==> src/rtl/lnkeq_pkg.sv <==
package lnkeq_pkg;
  localparam int COEF_W   = 6;
  localparam int PRESET_W = 4;
  localparam int SUM_W    = COEF_W + 2;

  typedef enum logic [1:0] {
    MSG_NONE = 2'd0,
    MSG_REQ  = 2'd1,
    MSG_CONF = 2'd2,
    MSG_ACK  = 2'd3
  } msgKind_e;

  typedef struct packed {
    logic                usePreset;
    logic [PRESET_W-1:0] preset;
    logic [COEF_W-1:0]   pre;
    logic [COEF_W-1:0]   main;
    logic [COEF_W-1:0]   post;
  } eqSet_t;

  typedef enum logic [3:0] {
    ST_IDLE, ST_SEND_REQ, ST_WAIT_CONF, ST_RX_TUNE, ST_FINAL_ACK,
    ST_PHASE_SWITCH, ST_WAIT_REQ, ST_SEND_CONF, ST_DONE, ST_ERROR
  } eqState_e;

  // strobes from control to datapath
  typedef struct packed {
    logic sendReq;
    logic sendConf;
    logic sendAck;
    logic loadFilt;
    logic startTune;
    logic clrIter;
    logic incIter;
    logic clrWait;
    logic incWait;
    logic clrPhase;
    logic setPhase2;
    logic clrFlags;
    logic setDone;
    logic setErr;
  } ctrlStb_t;

  // status from datapath to control
  typedef struct packed {
    logic echoMatch;
    logic reqOk;
    logic lastIter;
    logic waitExpired;
    logic phase2;
  } dpStat_t;
endpackage

==> src/rtl/lnkeq_datapath.sv <==
module lnkeq_datapath
  import lnkeq_pkg::*;
#(
  parameter int ITER_W     = 8,
  parameter int TMO_W      = 16,
  parameter int MAX_PRESET = 10
) (
  input  logic              clk,
  input  logic              rst,
  input  ctrlStb_t          stb,
  input  logic [ITER_W-1:0] cfgIters,
  input  logic [TMO_W-1:0]  cfgTimeout,
  input  logic [SUM_W-1:0]  cfgFullSwing,
  input  eqSet_t            locSet,
  input  eqSet_t            rxSet,
  output dpStat_t           stat,
  output logic              txValid,
  output logic [1:0]        txKind,
  output eqSet_t            txSet,
  output logic              tuneStart,
  output eqSet_t            filtSet,
  output logic              eqDone,
  output logic              eqError
);
  eqSet_t            reqQ;
  logic [ITER_W-1:0] iterQ;
  logic [TMO_W-1:0]  waitQ;
  logic              phase2Q;

  logic [ITER_W-1:0] itersEff;
  logic [TMO_W-1:0]  tmoEff;
  logic [ITER_W:0]   iterNext;
  logic [SUM_W-1:0]  coefSum;

  assign itersEff = (cfgIters == '0) ? ITER_W'(1) : cfgIters;
  assign tmoEff   = (cfgTimeout == '0) ? TMO_W'(1) : cfgTimeout;
  assign iterNext = {1'b0, iterQ} + (ITER_W+1)'(1);
  assign coefSum  = SUM_W'(rxSet.pre) + SUM_W'(rxSet.main) + SUM_W'(rxSet.post);

  assign stat.reqOk       = rxSet.usePreset ? (rxSet.preset <= PRESET_W'(MAX_PRESET))
                                            : (coefSum <= cfgFullSwing);
  assign stat.echoMatch   = (rxSet == reqQ);
  assign stat.lastIter    = (iterNext >= {1'b0, itersEff});
  assign stat.waitExpired = (waitQ >= (tmoEff - TMO_W'(1)));
  assign stat.phase2      = phase2Q;

  always_ff @(posedge clk) begin
    if (rst) begin
      reqQ      <= '0;
      filtSet   <= '0;
      txSet     <= '0;
      txKind    <= MSG_NONE;
      txValid   <= 1'b0;
      tuneStart <= 1'b0;
      iterQ     <= '0;
      waitQ     <= '0;
      phase2Q   <= 1'b0;
      eqDone    <= 1'b0;
      eqError   <= 1'b0;
    end else begin
      txValid   <= stb.sendReq | stb.sendConf | stb.sendAck;
      tuneStart <= stb.startTune;
      if (stb.sendReq) begin
        reqQ   <= locSet;
        txSet  <= locSet;
        txKind <= MSG_REQ;
      end else if (stb.sendConf) begin
        txSet  <= filtSet;
        txKind <= MSG_CONF;
      end else if (stb.sendAck) begin
        txSet  <= '0;
        txKind <= MSG_ACK;
      end else begin
        txSet  <= '0;
        txKind <= MSG_NONE;
      end
      if (stb.loadFilt) filtSet <= rxSet;
      if (stb.clrIter)      iterQ <= '0;
      else if (stb.incIter) iterQ <= iterQ + ITER_W'(1);
      if (stb.clrWait)      waitQ <= '0;
      else if (stb.incWait) waitQ <= waitQ + TMO_W'(1);
      if (stb.clrPhase)       phase2Q <= 1'b0;
      else if (stb.setPhase2) phase2Q <= 1'b1;
      if (stb.clrFlags) begin
        eqDone  <= 1'b0;
        eqError <= 1'b0;
      end else begin
        if (stb.setDone) eqDone  <= 1'b1;
        if (stb.setErr)  eqError <= 1'b1;
      end
    end
  end
endmodule

==> src/rtl/lnkeq_ctrl.sv <==
module lnkeq_ctrl
  import lnkeq_pkg::*;
(
  input  logic       clk,
  input  logic       rst,
  input  logic       start,
  input  logic       isRoot,
  input  logic       rxValid,
  input  logic [1:0] rxKind,
  input  logic       tuneDone,
  input  dpStat_t    stat,
  output ctrlStb_t   stb
);
  eqState_e stateQ, stateD;

  always_comb begin
    stb    = '0;
    stateD = stateQ;
    case (stateQ)
      ST_IDLE: if (start) begin
        stb.clrFlags = 1'b1;
        stb.clrIter  = 1'b1;
        stb.clrWait  = 1'b1;
        stb.clrPhase = 1'b1;
        stateD = isRoot ? ST_WAIT_REQ : ST_SEND_REQ;  // endpoint asks first
      end
      ST_SEND_REQ: begin
        stb.sendReq = 1'b1;
        stb.clrWait = 1'b1;
        stateD = ST_WAIT_CONF;
      end
      ST_WAIT_CONF: begin
        if (rxValid && rxKind == MSG_CONF) begin
          if (stat.echoMatch) begin
            stb.startTune = 1'b1;
            stateD = ST_RX_TUNE;
          end else begin
            stateD = ST_ERROR;
          end
        end else if (stat.waitExpired) begin
          stateD = ST_ERROR;
        end else begin
          stb.incWait = 1'b1;
        end
      end
      ST_RX_TUNE: if (tuneDone) begin
        stb.incIter = 1'b1;
        stateD = stat.lastIter ? ST_FINAL_ACK : ST_SEND_REQ;
      end
      ST_FINAL_ACK: begin
        stb.sendAck = 1'b1;
        stateD = ST_PHASE_SWITCH;
      end
      ST_PHASE_SWITCH: begin
        if (stat.phase2) begin
          stateD = ST_DONE;
        end else begin
          stb.setPhase2 = 1'b1;
          stb.clrIter   = 1'b1;
          stb.clrWait   = 1'b1;
          stateD = isRoot ? ST_SEND_REQ : ST_WAIT_REQ;  // roles swap
        end
      end
      ST_WAIT_REQ: begin
        if (rxValid && rxKind == MSG_REQ) begin
          if (stat.reqOk) begin
            stb.loadFilt = 1'b1;
            stateD = ST_SEND_CONF;
          end else begin
            stateD = ST_ERROR;
          end
        end else if (rxValid && rxKind == MSG_ACK) begin
          stateD = ST_PHASE_SWITCH;
        end else if (stat.waitExpired) begin
          stateD = ST_ERROR;
        end else begin
          stb.incWait = 1'b1;
        end
      end
      ST_SEND_CONF: begin
        stb.sendConf = 1'b1;
        stb.clrWait  = 1'b1;
        stateD = ST_WAIT_REQ;
      end
      ST_DONE: begin
        stb.setDone = 1'b1;
        stateD = ST_IDLE;
      end
      ST_ERROR: begin
        stb.setErr = 1'b1;
        stateD = ST_IDLE;
      end
      default: stateD = ST_IDLE;
    endcase
  end

  always_ff @(posedge clk) begin
    if (rst) stateQ <= ST_IDLE;
    else     stateQ <= stateD;
  end
endmodule

==> src/rtl/lnkeq_hs_ctrl.sv <==
module lnkeq_hs_ctrl
  import lnkeq_pkg::*;
#(
  parameter int ITER_W     = 8,
  parameter int TMO_W      = 16,
  parameter int MAX_PRESET = 10
) (
  input  logic              clk,
  input  logic              rst,
  input  logic              start,
  input  logic              isRoot,
  input  logic [ITER_W-1:0] cfgIters,
  input  logic [TMO_W-1:0]  cfgTimeout,
  input  logic [7:0]        cfgFullSwing,
  input  logic              locUsePreset,
  input  logic [3:0]        locPreset,
  input  logic [5:0]        locPre,
  input  logic [5:0]        locMain,
  input  logic [5:0]        locPost,
  input  logic              rxValid,
  input  logic [1:0]        rxKind,
  input  logic              rxUsePreset,
  input  logic [3:0]        rxPreset,
  input  logic [5:0]        rxPre,
  input  logic [5:0]        rxMain,
  input  logic [5:0]        rxPost,
  output logic              txValid,
  output logic [1:0]        txKind,
  output logic              txUsePreset,
  output logic [3:0]        txPreset,
  output logic [5:0]        txPre,
  output logic [5:0]        txMain,
  output logic [5:0]        txPost,
  output logic              tuneStart,
  input  logic              tuneDone,
  output logic              filtUsePreset,
  output logic [3:0]        filtPreset,
  output logic [5:0]        filtPre,
  output logic [5:0]        filtMain,
  output logic [5:0]        filtPost,
  output logic              eqDone,
  output logic              eqError
);
  ctrlStb_t stb;
  dpStat_t  stat;
  eqSet_t   locSet, rxSet, txSet, filtSet;

  assign locSet = {locUsePreset, locPreset, locPre, locMain, locPost};
  assign rxSet  = {rxUsePreset, rxPreset, rxPre, rxMain, rxPost};
  assign {txUsePreset, txPreset, txPre, txMain, txPost} = txSet;
  assign {filtUsePreset, filtPreset, filtPre, filtMain, filtPost} = filtSet;

  lnkeq_ctrl ctrl_i (
    .clk(clk), .rst(rst), .start(start), .isRoot(isRoot),
    .rxValid(rxValid), .rxKind(rxKind), .tuneDone(tuneDone),
    .stat(stat), .stb(stb)
  );

  lnkeq_datapath #(.ITER_W(ITER_W), .TMO_W(TMO_W), .MAX_PRESET(MAX_PRESET)) dp_i (
    .clk(clk), .rst(rst), .stb(stb),
    .cfgIters(cfgIters), .cfgTimeout(cfgTimeout), .cfgFullSwing(cfgFullSwing),
    .locSet(locSet), .rxSet(rxSet), .stat(stat),
    .txValid(txValid), .txKind(txKind), .txSet(txSet), .tuneStart(tuneStart),
    .filtSet(filtSet), .eqDone(eqDone), .eqError(eqError)
  );
endmodule

==> config.mk <==
export PLATFORM = sky130hd
export DESIGN_NAME = lnkeq_hs_ctrl
export DESIGN_NICKNAME = d
export VERILOG_FILES = /design/src/rtl/lnkeq_pkg.sv /design/src/rtl/lnkeq_datapath.sv /design/src/rtl/lnkeq_ctrl.sv /design/src/rtl/lnkeq_hs_ctrl.sv
export SDC_FILE = /design/constraint.sdc
export NUM_CORES = 1
export LEC_CHECK = 0
export BUFFER_PORTS_ARGS = -buffer_cell sky130_fd_sc_hd__buf_4
export CAP_MARGIN = 20
export CORE_ASPECT_RATIO = 0.7
export CORE_UTILIZATION = 45
export DETAILED_ROUTE_END_ITERATION = 8
export HOLD_SLACK_MARGIN = 0.12
export PLACE_DENSITY = 0.8
export SLEW_MARGIN = 20
export SYNTH_ARGS = -nofsm -noshare
export SYNTH_HDL_FRONTEND = slang
export SYNTH_SLANG_ARGS = --single-unit
==> constraint.sdc <==
create_clock -name clk -period 7.4 [get_ports clk]
set_clock_uncertainty 0.1 [all_clocks]
set_input_delay 0.37 -clock clk [delete_from_list [all_inputs] [get_ports clk]]
set_output_delay 0.37 -clock clk [all_outputs]
set_load 0.02 [all_outputs]
==> out/results.env, run 1 <==
STATUS='finished, violations left'
FAILED_CHECKS='design-rule violations'
DIE-WIDTH_UM=139
SYNTH_INSTANCES=716
TIMING.FMAX_MHz=184
POWER.SHARE.CLOCK_PCT=32.7
N_ANTENNA_CELL=0
FINALNONFILLERCELLS=1005
WORST-R2R-CELL-COUNT=5
PORT_BUFFER_COUNT=137
MIN_DELAY_PATH_DEPTH=2
GRT_ANTENNA_BEFORE_REPAIR=0
CTS_MADE_BUFFERS=9
HOLD_VIOLATIONS=0
WORST_RELATIVE_SLEW_SLACK_PCT=34.8
NUM-NETS-FINAL=973
DRT-WIRELENGTH-PER-CELL_UM=16.0
DRT_ITER0_MARKERS=362
NETLIST_AREA_UM2=5910
POWER_SWITCHING_mW=0.493
TIMING.MAX_CAP.VIOLATIONS=0
DIEHEIGHT_UM=97.8
POST-SYNTH-TOP-AREA-FRACTION_PCT=35.3
CTSHTREEMAXLEVEL=3
SYN_AVG_CELL_AREA_UM2=8.25
P_SW_SHARE_PCT=32.3
SYNTH_EDF_COUNT=0
ROUTABILITYCONGESTION=0.875
POSTSYNTH.ASYNCRESETSHARE_PCT=0
CLOCK_INSERTION_DELAY_WORST_SKEW_NS=0.35
WORST-SLEW-PIN-TRANSITION_NS=0.975
GLOBALROUTETOTALUTIL_PCT=24.1
OVERFLOW=0
DESIGN.PORTCOUNT=138
ANTENNA_VIOLATING_NETS_POST_ROUTE=0
CTS_HOLD_BUF=0
HALF_PERIMETER_WIRE_LENGTH_OF_THE_DETAILED_PLACEMENT_RESULT_MM=12.2
SYNTH.AREA.TOP_CELLS='sky130_fd_sc_hd__dfxtp_1 (35%), sky130_fd_sc_hd__ha_1 (10%), sky130_fd_sc_hd__a21oi_1 (7.2%)'
TRITONCTS_CLOCK_TREE='done'
YOSYS.AREA.TOP_TYPE='sky130_fd_sc_hd__dfxtp_1'
PLACEMENT_ROWS=34
POST_ROUTE_CELLS_DRIVE_ABOVE_1_SHARE_PCT=20.5
LARGEST_NET_DEGREE_AT_THE_START_OF_GLOBAL_ROUTING=58
FIN_CRIT_SH_PCT=73.3
CRITPATHMAXFANOUT=9
VIAS=5609
SHARE_OF_TOTAL_POWER_IN_SEQUENTIAL_CELLS_PCT=41.1
IR_WORST_VDD_mV=0.108
DIEAREA_UM2=13600
P_COMB_SHARE_PCT=26.2
CRITICAL_PATH.ENDPOINT_TYPE='flop'
WORST_EP_ARRIVAL_TIME_NS=5.56
DRC=11
YS_SEQ_ELEMENTS=104
TIMING.CRITICAL_PATH.FROM_TYPE='primary input'
MIN_PERIOD_NS=5.42
CTS_NUM_SINKS=104
GRT_SETUP_UNREPAIRED='no'
SYNTH.YOSYS.WARNINGS=0
POST_CTS_RESIZED=0
WORST_EP_REQUIRED_TIME_NS=7.54
CORE_AREA_UM2=12600
AREA_GROWTH_SYN_TO_LAYOUT_PCT=24.9
NUMPLACEDINSTANCES=989
SYNTH-SEQ-AREA-SHARE_PCT=35.3
POST_SYNTH_NUM_CELL_TYPES=64
DR.PASS1.ITERS=7
GLOBAL_ROUTE_WIRE_LENGTH_BEFORE_REPAIR_MM=26.0
POST_CTS_REPAIR_SETUP_BUFFERS=0
DRV_SLEW=0
YOSYS.CELL_COUNT.TOP_TYPE='sky130_fd_sc_hd__dfxtp_1'
PATH_CLK_SLEW_NS=0.07
SYN-NUM-NETS=851
CTS.PATH.MAX_BUFFERS=2
P_INT_mW=1.03
WORSTSETUPPATHTYPE='in -> reg'
CLK_ROOT_BUFFER_CELL='sky130_fd_sc_hd__clkbuf_16'
INITIAL_CORE_UTIL_PCT=46.9
POWER_DENSITY_OVER_CELL_AREA_nW_PER_UM2=207
VIA_COUNT_OF_THE_FIRST_GLOBAL_ROUTING_PASS=5115
HP-CLASS='in -> reg'
DRT-VIAS-PER-INSTANCE=5.58
POST_SYNTH_MOST_FREQUENT_CELLS='sky130_fd_sc_hd__dfxtp_1 (104), sky130_fd_sc_hd__nand2_1 (99), sky130_fd_sc_hd__a21oi_1 (85)'
POWER.STATIC_LEAKAGE_nW=3.02
NUM-FILL-CELLS=1172
SYNTHFLOPTYPE='sky130_fd_sc_hd__dfxtp_1'
POSTROUTEWIRELENGTH_MM=16.1
SETUP_VIOLATIONS=0
POST_ROUTE_SETUP_TNS_NS=0
==> worst paths after layout <==
path,start,end,slack [ns]
worst min register to register,dp_i.reqQ[10],dp_i.reqQ[10],0.37
worst min-delay path,locPre[1],dp_i.txSet[13],0.14
worst max register to register,ctrl_i.stateQ[1],dp_i.txSet[12],4.02
worst max-delay path,cfgTimeout[5],dp_i.waitQ[15],1.98
==> area by class of cell <==
cell class	instances	area, um2	share of cell area, %
inverters	38	143	1.93
well taps	162	203	2.75
flip-flops and latches	104	2080	28.2
clock buffers	9	225	3.05
multi-input cells	543	3570	48.4
clock inverters	7	86.3	1.17
repair buffers	142	1070	14.5
==> layer usage <==
metal / GRT usage (%) / wire length, um / vias up
li1: - / - / 2800
met1: 34.5 / 7840 / 2597
met2: 36.2 / 6850 / 194
met3: 5.89 / 1240 / 18
met4: 5.73 / 193 / 0
met5: 0 / 0 / -
==> state kept, by name, summed over array words and instances (netlist names) <==
signal,count
dp_i.txValid,1
dp_i.filtSet,23
dp_i.waitQ,16
dp_i.eqError,1
dp_i.phase2Q,1
dp_i.tuneStart,1
dp_i.reqQ,23
dp_i.eqDone,1
ctrl_i.stateQ,4
dp_i.iterQ,8
dp_i.txKind,2
dp_i.txSet,23
==> stage by stage <==
step                      instance area (um2)  power (mW)  setup slack, ns  utilization, %  hold slack (ns)
after floorplan                          5910       0.896             2.39               -            0.348
after global placement                   7070        1.02             1.84            56.1            0.351
after detailed placement                 7070        1.03             1.70            56.1            0.359
after CTS                                7380        1.54             2.05            58.6            0.129
after global routing                     7380        1.61             1.78            58.6            0.137
final                                    7380        1.53             1.98            58.6            0.143
==> critical path: stages <==
cell and delay [ns]:
sky130_fd_sc_hd__buf_4 0.13, sky130_fd_sc_hd__or4_1 0.61, sky130_fd_sc_hd__or4_1 0.49, sky130_fd_sc_hd__or3_1 0.38, sky130_fd_sc_hd__or2_1 0.29, sky130_fd_sc_hd__nor4_1 0.34
sky130_fd_sc_hd__nor2_1 0.12, sky130_fd_sc_hd__ha_1 0.22, sky130_fd_sc_hd__nand2_1 0.21, sky130_fd_sc_hd__nor3_1 0.09, sky130_fd_sc_hd__xnor2_1 0.15, sky130_fd_sc_hd__ha_1 0.31
sky130_fd_sc_hd__nand4_1 0.15, sky130_fd_sc_hd__nor3_1 0.29, sky130_fd_sc_hd__or4b_2 0.69, sky130_fd_sc_hd__and2_1 0.31, sky130_fd_sc_hd__nand4_2 0.12, sky130_fd_sc_hd__mux2_4 0.29
==> cell families after synthesis <==
| kind of cell | Yosys count | synth area share (%) |
|---|---|---|
| multiplexers | 2 | 0.424 |
| adder cells (fa/ha/maj) | 49 | 10.6 |
| XOR/XNOR | 54 | 8.01 |
| AND/OR/NAND/NOR | 252 | 21.0 |
| flip-flops | 104 | 35.3 |
| buffers and inverters | 69 | 4.56 |
| AO/OA/AOI/OAI | 186 | 20.1 |
==> cells in the final DEF (no fill, tap or decap), types with 22 or more instances in the layout <==
cell / synthesis / final
sky130_fd_sc_hd__a21oi_1: 85 / 85
sky130_fd_sc_hd__nor2_1: 34 / 34
sky130_fd_sc_hd__a22o_1: 23 / 23
sky130_fd_sc_hd__nand3_1: 35 / 35
sky130_fd_sc_hd__nand2_1: 99 / 99
sky130_fd_sc_hd__xnor2_1: 41 / 41
sky130_fd_sc_hd__buf_4: 0 / 142
sky130_fd_sc_hd__o21ai_0: 22 / 22
sky130_fd_sc_hd__inv_1: 38 / 38
sky130_fd_sc_hd__ha_1: 47 / 47
sky130_fd_sc_hd__dfxtp_1: 104 / 104
==> power by group through the flow <==
| stage | clock network, mW | registers [mW] | logic, mW |
|---|---|---|---|
| floorplan | 0 | 0.641 | 0.255 |
| global placement | 0 | 0.639 | 0.385 |
| detailed placement | 0 | 0.639 | 0.393 |
| CTS | 0.513 | 0.627 | 0.397 |
| global route | 0.541 | 0.632 | 0.441 |
| finish | 0.499 | 0.628 | 0.400 |
No activity file was read; power rests on OpenSTA's default activity.
==> inputs of run 2 (changes only) <==
--- a/config.mk
+++ b/config.mk
@@ -11,7 +11,7 @@
 export CORE_UTILIZATION = 45
 export DETAILED_ROUTE_END_ITERATION = 8
 export HOLD_SLACK_MARGIN = 0.12
-export PLACE_DENSITY = 0.8
+export PLACE_DENSITY = 0.82
 export SLEW_MARGIN = 20
 export SYNTH_ARGS = -nofsm -noshare
 export SYNTH_HDL_FRONTEND = slang
==> constraint.sdc (replaced) <==
create_clock -name clk -period 4.8 [get_ports clk]
set_clock_uncertainty 0.1 [all_clocks]
set_input_delay 0.24 -clock clk [delete_from_list [all_inputs] [get_ports clk]]
set_output_delay 0.24 -clock clk [all_outputs]
set_load 0.02 [all_outputs]
==> run 2 against run 1 <==
  * The flow now finishes without violations
  * Worst setup slack got worse by 1.7 ns
  * Total power increased by 55%
  * Cell area increased by 8.3%
  * Non-clock buffer count increased by 64
  * Critical path depth increased by 1
  * Register-to-register slack got worse by 2.1 ns
  * First-iteration DRC count increased by 23%
  * Critical path type unchanged
==> out/results.env, run 2 (synthesized netlist as in run 1, its figures left out) <==
DRC=0
HOLD_VIOLATIONS=0
DRT-VIAS-PER-INSTANCE=5.64
SLOWEST_DELAY_NS=0.55
VIAS=6030
WORST_RELATIVE_SLEW_SLACK_PCT=33.7
CRITPATHMAXFANOUT=8
POST_ROUTE_CELLS_DRIVE_ABOVE_1_SHARE_PCT=21.5
TIMING.CRITICAL_PATH.FROM_TYPE='primary input'
UTILIZATION_PCT=63.4
AREA_GROWTH_SYN_TO_LAYOUT_PCT=35.3
FIN_AREA_UM2=7990
DIE-WIDTH_UM=139
TRITONCTS_CLOCK_TREE='done'
DRT_ITER0_MARKERS=446
CLOCK_INSERTION_DELAY_WORST_SKEW_NS=0.34
WORSTSETUPPATHTYPE='in -> reg'
INITIAL_CORE_UTIL_PCT=46.9
DR.PASS1.ITERS=7
MIN_DELAY_PATH_DEPTH=3
MIN_PERIOD_NS=4.55
LARGESTREGISTERS='dp_i.filtSet: 23 flops, dp_i.reqQ: 23 flops, dp_i.txSet: 23 flops'
CTS_MADE_BUFFERS=9
CTS.PATH.MAX_BUFFERS=2
CRITICAL_PATH.ENDPOINT_TYPE='flop'
PORT_BUFFER_COUNT=137
CTSHTREEMAXLEVEL=3
CORE_AREA_UM2=12600
WORST-R2R-CELL-COUNT=7
CRITPATHSLOWESTCELL='sky130_fd_sc_hd__or4_1'
STATUS='finished clean'
CLK_ROOT_BUFFER_CELL='sky130_fd_sc_hd__clkbuf_16'
DIEAREA_UM2=13600
TIMING.MAX_CAP.VIOLATIONS=0
PATH_CELLS='buf_4 -> or4_1 -> or4_1 -> or3_1 -> or2_1 -> nor4_1 -> nor2_1 -> ha_1 -> nand2_2 -> nor3_1 -> xnor2_1 -> ha_1 -> nand4_1 -> nor3_1 -> or4b_4 -> and2_1 -> buf_12 -> a31o_1 -> a21oi_1'
DESIGN.PORTCOUNT=138
PLACEMENT_ROWS=34
WORST-SLEW-PIN-TRANSITION_NS=0.991
IR_WORST_VDD_mV=0.196
POST_CTS_REPAIR_SETUP_BUFFERS=0
FIN_TOTAL_PWR_mW=2.37
TIMING.FMAX_MHz=220
NUM-NETS-FINAL=1037
POST_ROUTE_SETUP_TNS_NS=0
PATH_CLK_SLEW_NS=0.08
DIEHEIGHT_UM=97.8
DRV_SLEW=0
POWER_DENSITY_OVER_CELL_AREA_nW_PER_UM2=297
LARGEST_NET_DEGREE_AT_THE_START_OF_GLOBAL_ROUTING=58
N_ANTENNA_CELL=0
HP-CLASS='in -> reg'
POWER.STATIC_LEAKAGE_nW=3.30
AREA_AFTER_DETAILED_PLACEMENT_UM2=7230
ANTENNA_VIOLATING_NETS_POST_ROUTE=0
WORST_EP_ARRIVAL_TIME_NS=4.72
POSTROUTEWIRELENGTH_MM=17.7
OVERFLOW=0
LAYOUT_COMMONEST_CELL='sky130_fd_sc_hd__buf_4'
VIA_COUNT_OF_THE_FIRST_GLOBAL_ROUTING_PASS=5602
GLOBAL_ROUTE_WIRE_LENGTH_BEFORE_REPAIR_MM=28.2
SETUP_VIOLATIONS=0
HALF_PERIMETER_WIRE_LENGTH_OF_THE_DETAILED_PLACEMENT_RESULT_MM=12.9
CTS_NUM_SINKS=104
GLOBALROUTETOTALUTIL_PCT=25.8
LAYOUT.CELLS.MOST_COMMON_LIST='sky130_fd_sc_hd__buf_4 (160), sky130_fd_sc_hd__dfxtp_1 (104), sky130_fd_sc_hd__nand2_1 (98)'
GRT_ANTENNA_BEFORE_REPAIR=0
REG2REG_SETUP_SLACK_NS=1.94
FIN_CRIT_SH_PCT=94.7
WORST_EP_REQUIRED_TIME_NS=4.97
ROUTABILITYCONGESTION=0.893
DRT-WIRELENGTH-PER-CELL_UM=16.6
==> run 2: cell type report <==
type,count,area (um2)
multi-input cells,543,3590
inverters,38,143
flip-flops and latches,104,2080
well taps,162,203
repair buffers,206,1670
clock inverters,7,75.1
fillers,1095,4600
clock buffers,9,225
==> run 2: worst max-delay path, delay by kind of cell <==
| family | cells | cell delay [ns] |
|---|---|---|
| xor+xnor | 1 | 0.13 |
| fa+ha+maj | 2 | 0.53 |
| buf+inv | 2 | 0.27 |
| compound gates | 2 | 0.27 |
| simple gates | 12 | 3.30 |
==> run 2: per-stage QoR <==
stage | worst slack [ns] | hold WS (ns) | std cells
after floorplan | 0.132 | 0.273 | 716
after global placement | 0.0299 | 0.349 | 1008
after detailed placement | -0.0496 | 0.361 | 1008
after CTS | 0.295 | 0.122 | 1069
after global routing | -0.0147 | 0.154 | 1069
final | 0.254 | 0.146 | 1069
==> run 2: path summary, 6_finish.rpt <==
check	startpoint	endpoint
worst max-delay path	cfgTimeout[5]	dp_i.waitQ[11]
worst min-delay path	rxPost[3]	dp_i.filtSet[3]
worst max register to register	ctrl_i.stateQ[1]	dp_i.waitQ[10]
worst min register to register	dp_i.reqQ[8]	dp_i.reqQ[8]
==> run 2: timing repair <==
action	in CTS	in global routing
resized for setup	0	2
endpoints found under the hold margin	68	0
hold buffers	45	0
setup endpoints to repair	0	4
==> run 2: layer usage <==
metal / track usage, % / up-vias / share of wire (%)
li1: - / 2921 / -
met1: 37.3 / 2844 / 49
met2: 39.6 / 237 / 43
met3: 4.81 / 28 / 6.2
met4: 6.41 / 0 / 1.6
met5: 0 / - / 0
==> run 2: power by group <==
group	switching, mW	internal [mW]	total (mW)
clock network	0.364	0.368	0.732
logic	0.374	0.297	0.671
registers	0.0536	0.916	0.970
==> inputs of run 3 (changes only) <==
--- a/config.mk
+++ b/config.mk
@@ -7,7 +7,6 @@
 export LEC_CHECK = 0
 export BUFFER_PORTS_ARGS = -buffer_cell sky130_fd_sc_hd__buf_4
 export CAP_MARGIN = 20
-export CORE_ASPECT_RATIO = 0.7
 export CORE_UTILIZATION = 45
 export DETAILED_ROUTE_END_ITERATION = 8
 export HOLD_SLACK_MARGIN = 0.12
==> run 3 against run 2 <==
  * Wire length decreased by 5.2%
  * Clock-buffer cell count increased by 2
  * Via count decreased by 2.2%
  * Maximum frequency decreased by 0.54%
  * Die area about the same
  * Utilization decreased by 1.1 points
  * Combinational power decreased by 2%
  * Critical path type unchanged
  * Largest cell class unchanged
==> out/results.env, run 3 (synthesized netlist as in run 1, its figures left out) <==
WORST-SLEW-PIN-TRANSITION_NS=0.684
TIMING.CRITICAL_PATH.FROM_TYPE='primary input'
LAYOUT_COMMONEST_CELL='sky130_fd_sc_hd__buf_4'
P_COMB_SHARE_PCT=27.8
POST_ROUTE_CELLS_DRIVE_ABOVE_1_SHARE_PCT=20.6
N_ANTENNA_CELL=0
PLACEMENT_ROWS=41
DIE-WIDTH_UM=117
HP-CLASS='in -> reg'
LAYOUT.CELLS.MOST_COMMON_LIST='sky130_fd_sc_hd__buf_4 (152), sky130_fd_sc_hd__dfxtp_1 (104), sky130_fd_sc_hd__nand2_1 (98)'
POWER.STATIC_LEAKAGE_nW=3.26
VIAS=5899
DRC=0
ANTENNA_VIOLATING_NETS_POST_ROUTE=0
PATH_CELLS='buf_4 -> or4_1 -> or4_1 -> or3_1 -> or2_1 -> nor4_1 -> nor2_1 -> ha_1 -> nand2_2 -> nor3_1 -> xnor2_1 -> ha_1 -> nand4_1 -> nor3_2 -> or4b_4 -> and2_1 -> buf_4 -> a31o_1 -> a21oi_1'
CRITICAL_PATH.ENDPOINT_TYPE='flop'
CTS_NUM_SINKS=104
MIN_PERIOD_NS=4.57
VIA_COUNT_OF_THE_FIRST_GLOBAL_ROUTING_PASS=5682
STATUS='finished clean'
TIMING.FMAX_MHz=219
DESIGN.PORTCOUNT=138
WORSTSETUPPATHTYPE='in -> reg'
ROUTABILITYCONGESTION=0.848
SLOWEST_DELAY_NS=0.54
CRITPATHSLOWESTCELL='sky130_fd_sc_hd__or4_1'
GLOBALROUTETOTALUTIL_PCT=25.7
NUMPLACEDINSTANCES=1009
CLK_ROOT_BUFFER_CELL='sky130_fd_sc_hd__clkbuf_16'
GRT_SETUP_UNREPAIRED='no'
FINALNONFILLERCELLS=1069
DIEAREA_UM2=13600
WORST_RELATIVE_SLEW_SLACK_PCT=54.0
LARGESTREGISTERS='dp_i.filtSet: 23 flops, dp_i.reqQ: 23 flops, dp_i.txSet: 23 flops'
NUM-NETS-FINAL=1029
PORT_BUFFER_COUNT=137
CTS_MADE_BUFFERS=9
AREA_GROWTH_SYN_TO_LAYOUT_PCT=34.3
CORE_AREA_UM2=12700
POWER_DENSITY_OVER_CELL_AREA_nW_PER_UM2=297
WORST_EP_REQUIRED_TIME_NS=4.98
DRT-WIRELENGTH-PER-CELL_UM=15.7
NUM-FILL-CELLS=1065
OVERFLOW=0
POSTROUTEWIRELENGTH_MM=16.8
SHARE_OF_TOTAL_POWER_IN_SEQUENTIAL_CELLS_PCT=41.1
TRITONCTS_CLOCK_TREE='done'
DR.PASS1.ITERS=5
LARGEST_NET_DEGREE_AT_THE_START_OF_GLOBAL_ROUTING=58
CTSHTREEMAXLEVEL=3
DRV_SLEW=0
DRT_ITER0_MARKERS=492
CRITPATHMAXFANOUT=8
FINAL_WORST_SETUP_SLACK_NS=0.230
INITIAL_CORE_UTIL_PCT=46.4
TIMING.MAX_CAP.VIOLATIONS=0
POWER.SHARE.CLOCK_PCT=31.1
SETUP_VIOLATIONS=0
POST_CTS_REPAIR_SETUP_BUFFERS=0
FIN_CRIT_SH_PCT=95.2
POWER_SWITCHING_mW=0.736
CLOCK_INSERTION_DELAY_WORST_SKEW_NS=0.36
IR_WORST_VDD_mV=0.193
P_SW_SHARE_PCT=31.2
WORST_EP_ARRIVAL_TIME_NS=4.75
HALF_PERIMETER_WIRE_LENGTH_OF_THE_DETAILED_PLACEMENT_RESULT_MM=11.9
P_INT_mW=1.62
DPL_WORST_SLACK_NS=-0.0719
CTS.PATH.MAX_BUFFERS=2
GLOBAL_ROUTE_WIRE_LENGTH_BEFORE_REPAIR_MM=26.9
DIEHEIGHT_UM=117
PATH_CLK_SLEW_NS=0.07
HOLD_VIOLATIONS=0
GRT_ANTENNA_BEFORE_REPAIR=0
DRT-VIAS-PER-INSTANCE=5.52
[run 3: cell count changes in the layout (fill, tap and decap cells not counted), sizes merged]
cell	delta
clkinv	-1
clkinvlp	-1
buf	-8
bufinv	+1
inv	-3
clkbuf	+2
[run 3: area by class of cell]
cell class / instances / area, um2 / share of cell area [%]
inverters: 38 / 143 / 1.80
clock inverters: 3 / 43.8 / 0.552
clock buffers: 11 / 243 / 3.06
multi-input cells: 543 / 3600 / 45.4
well taps: 172 / 215 / 2.71
repair buffers: 198 / 1600 / 20.2
flip-flops and latches: 104 / 2080 / 26.3
[run 3: worst max-delay path, delay by kind of cell]
kind | cells | cell delay (ns)
simple gates | 12 | 3.27
fa+ha+maj | 2 | 0.52
buf+inv | 2 | 0.30
compound gates | 2 | 0.29
xor+xnor | 1 | 0.13
[run 3: repair_timing]
| item | 4_1_cts | 5_1_grt |
|---|---|---|
| endpoints found under the setup margin | 0 | 4 |
| gates resized for setup | 0 | 2 |
| hold buffers | 45 | 0 |
| hold endpoints to repair | 68 | 0 |
[run 3: final timing paths]
kind	start	to	slack [ns]	depth (start not counted)
max	cfgTimeout[5]	dp_i.waitQ[13]	0.23	19
min	rxPost[4]	dp_i.filtSet[4]	0.14	3
max reg2reg	ctrl_i.stateQ[1]	dp_i.waitQ[10]	1.95	7
min reg2reg	dp_i.reqQ[10]	dp_i.reqQ[10]	0.37	2
[run 3: power groups by stage]
| stage | logic, mW | registers (mW) | clock network [mW] |
|---|---|---|---|
| after floorplan | 0.393 | 0.989 | 0 |
| after global placement | 0.605 | 0.984 | 0 |
| after detailed placement | 0.614 | 0.986 | 0 |
| after CTS | 0.648 | 0.967 | 0.742 |
| after global routing | 0.724 | 0.977 | 0.780 |
| final | 0.655 | 0.968 | 0.734 |
[run 3: metrics by stage]
stage	power (mW)	utilization, %	hold slack [ns]	instance area, um2	TNS, ns
2_1_floorplan	1.38	-	0.273	5910	0
3_3_place_gp	1.59	56.4	0.349	7170	0
3_5_place_dp	1.60	56.4	0.356	7170	-0.0831
4_1_cts	2.36	62.2	0.129	7910	0
5_1_grt	2.48	62.3	0.147	7930	0
6_report	2.36	62.3	0.137	7930	0
[run 3: routing by layer]
| layer | vias to the layer above | GRT usage (%) | share of wire, % |
|---|---|---|---|
| met5 | - | 0 | 0 |
| met4 | 0 | 12.8 | 3.4 |
| met3 | 51 | 3.94 | 5.9 |
| met2 | 237 | 41.7 | 46 |
| met1 | 2695 | 33.2 | 45 |
| li1 | 2916 | - | - |
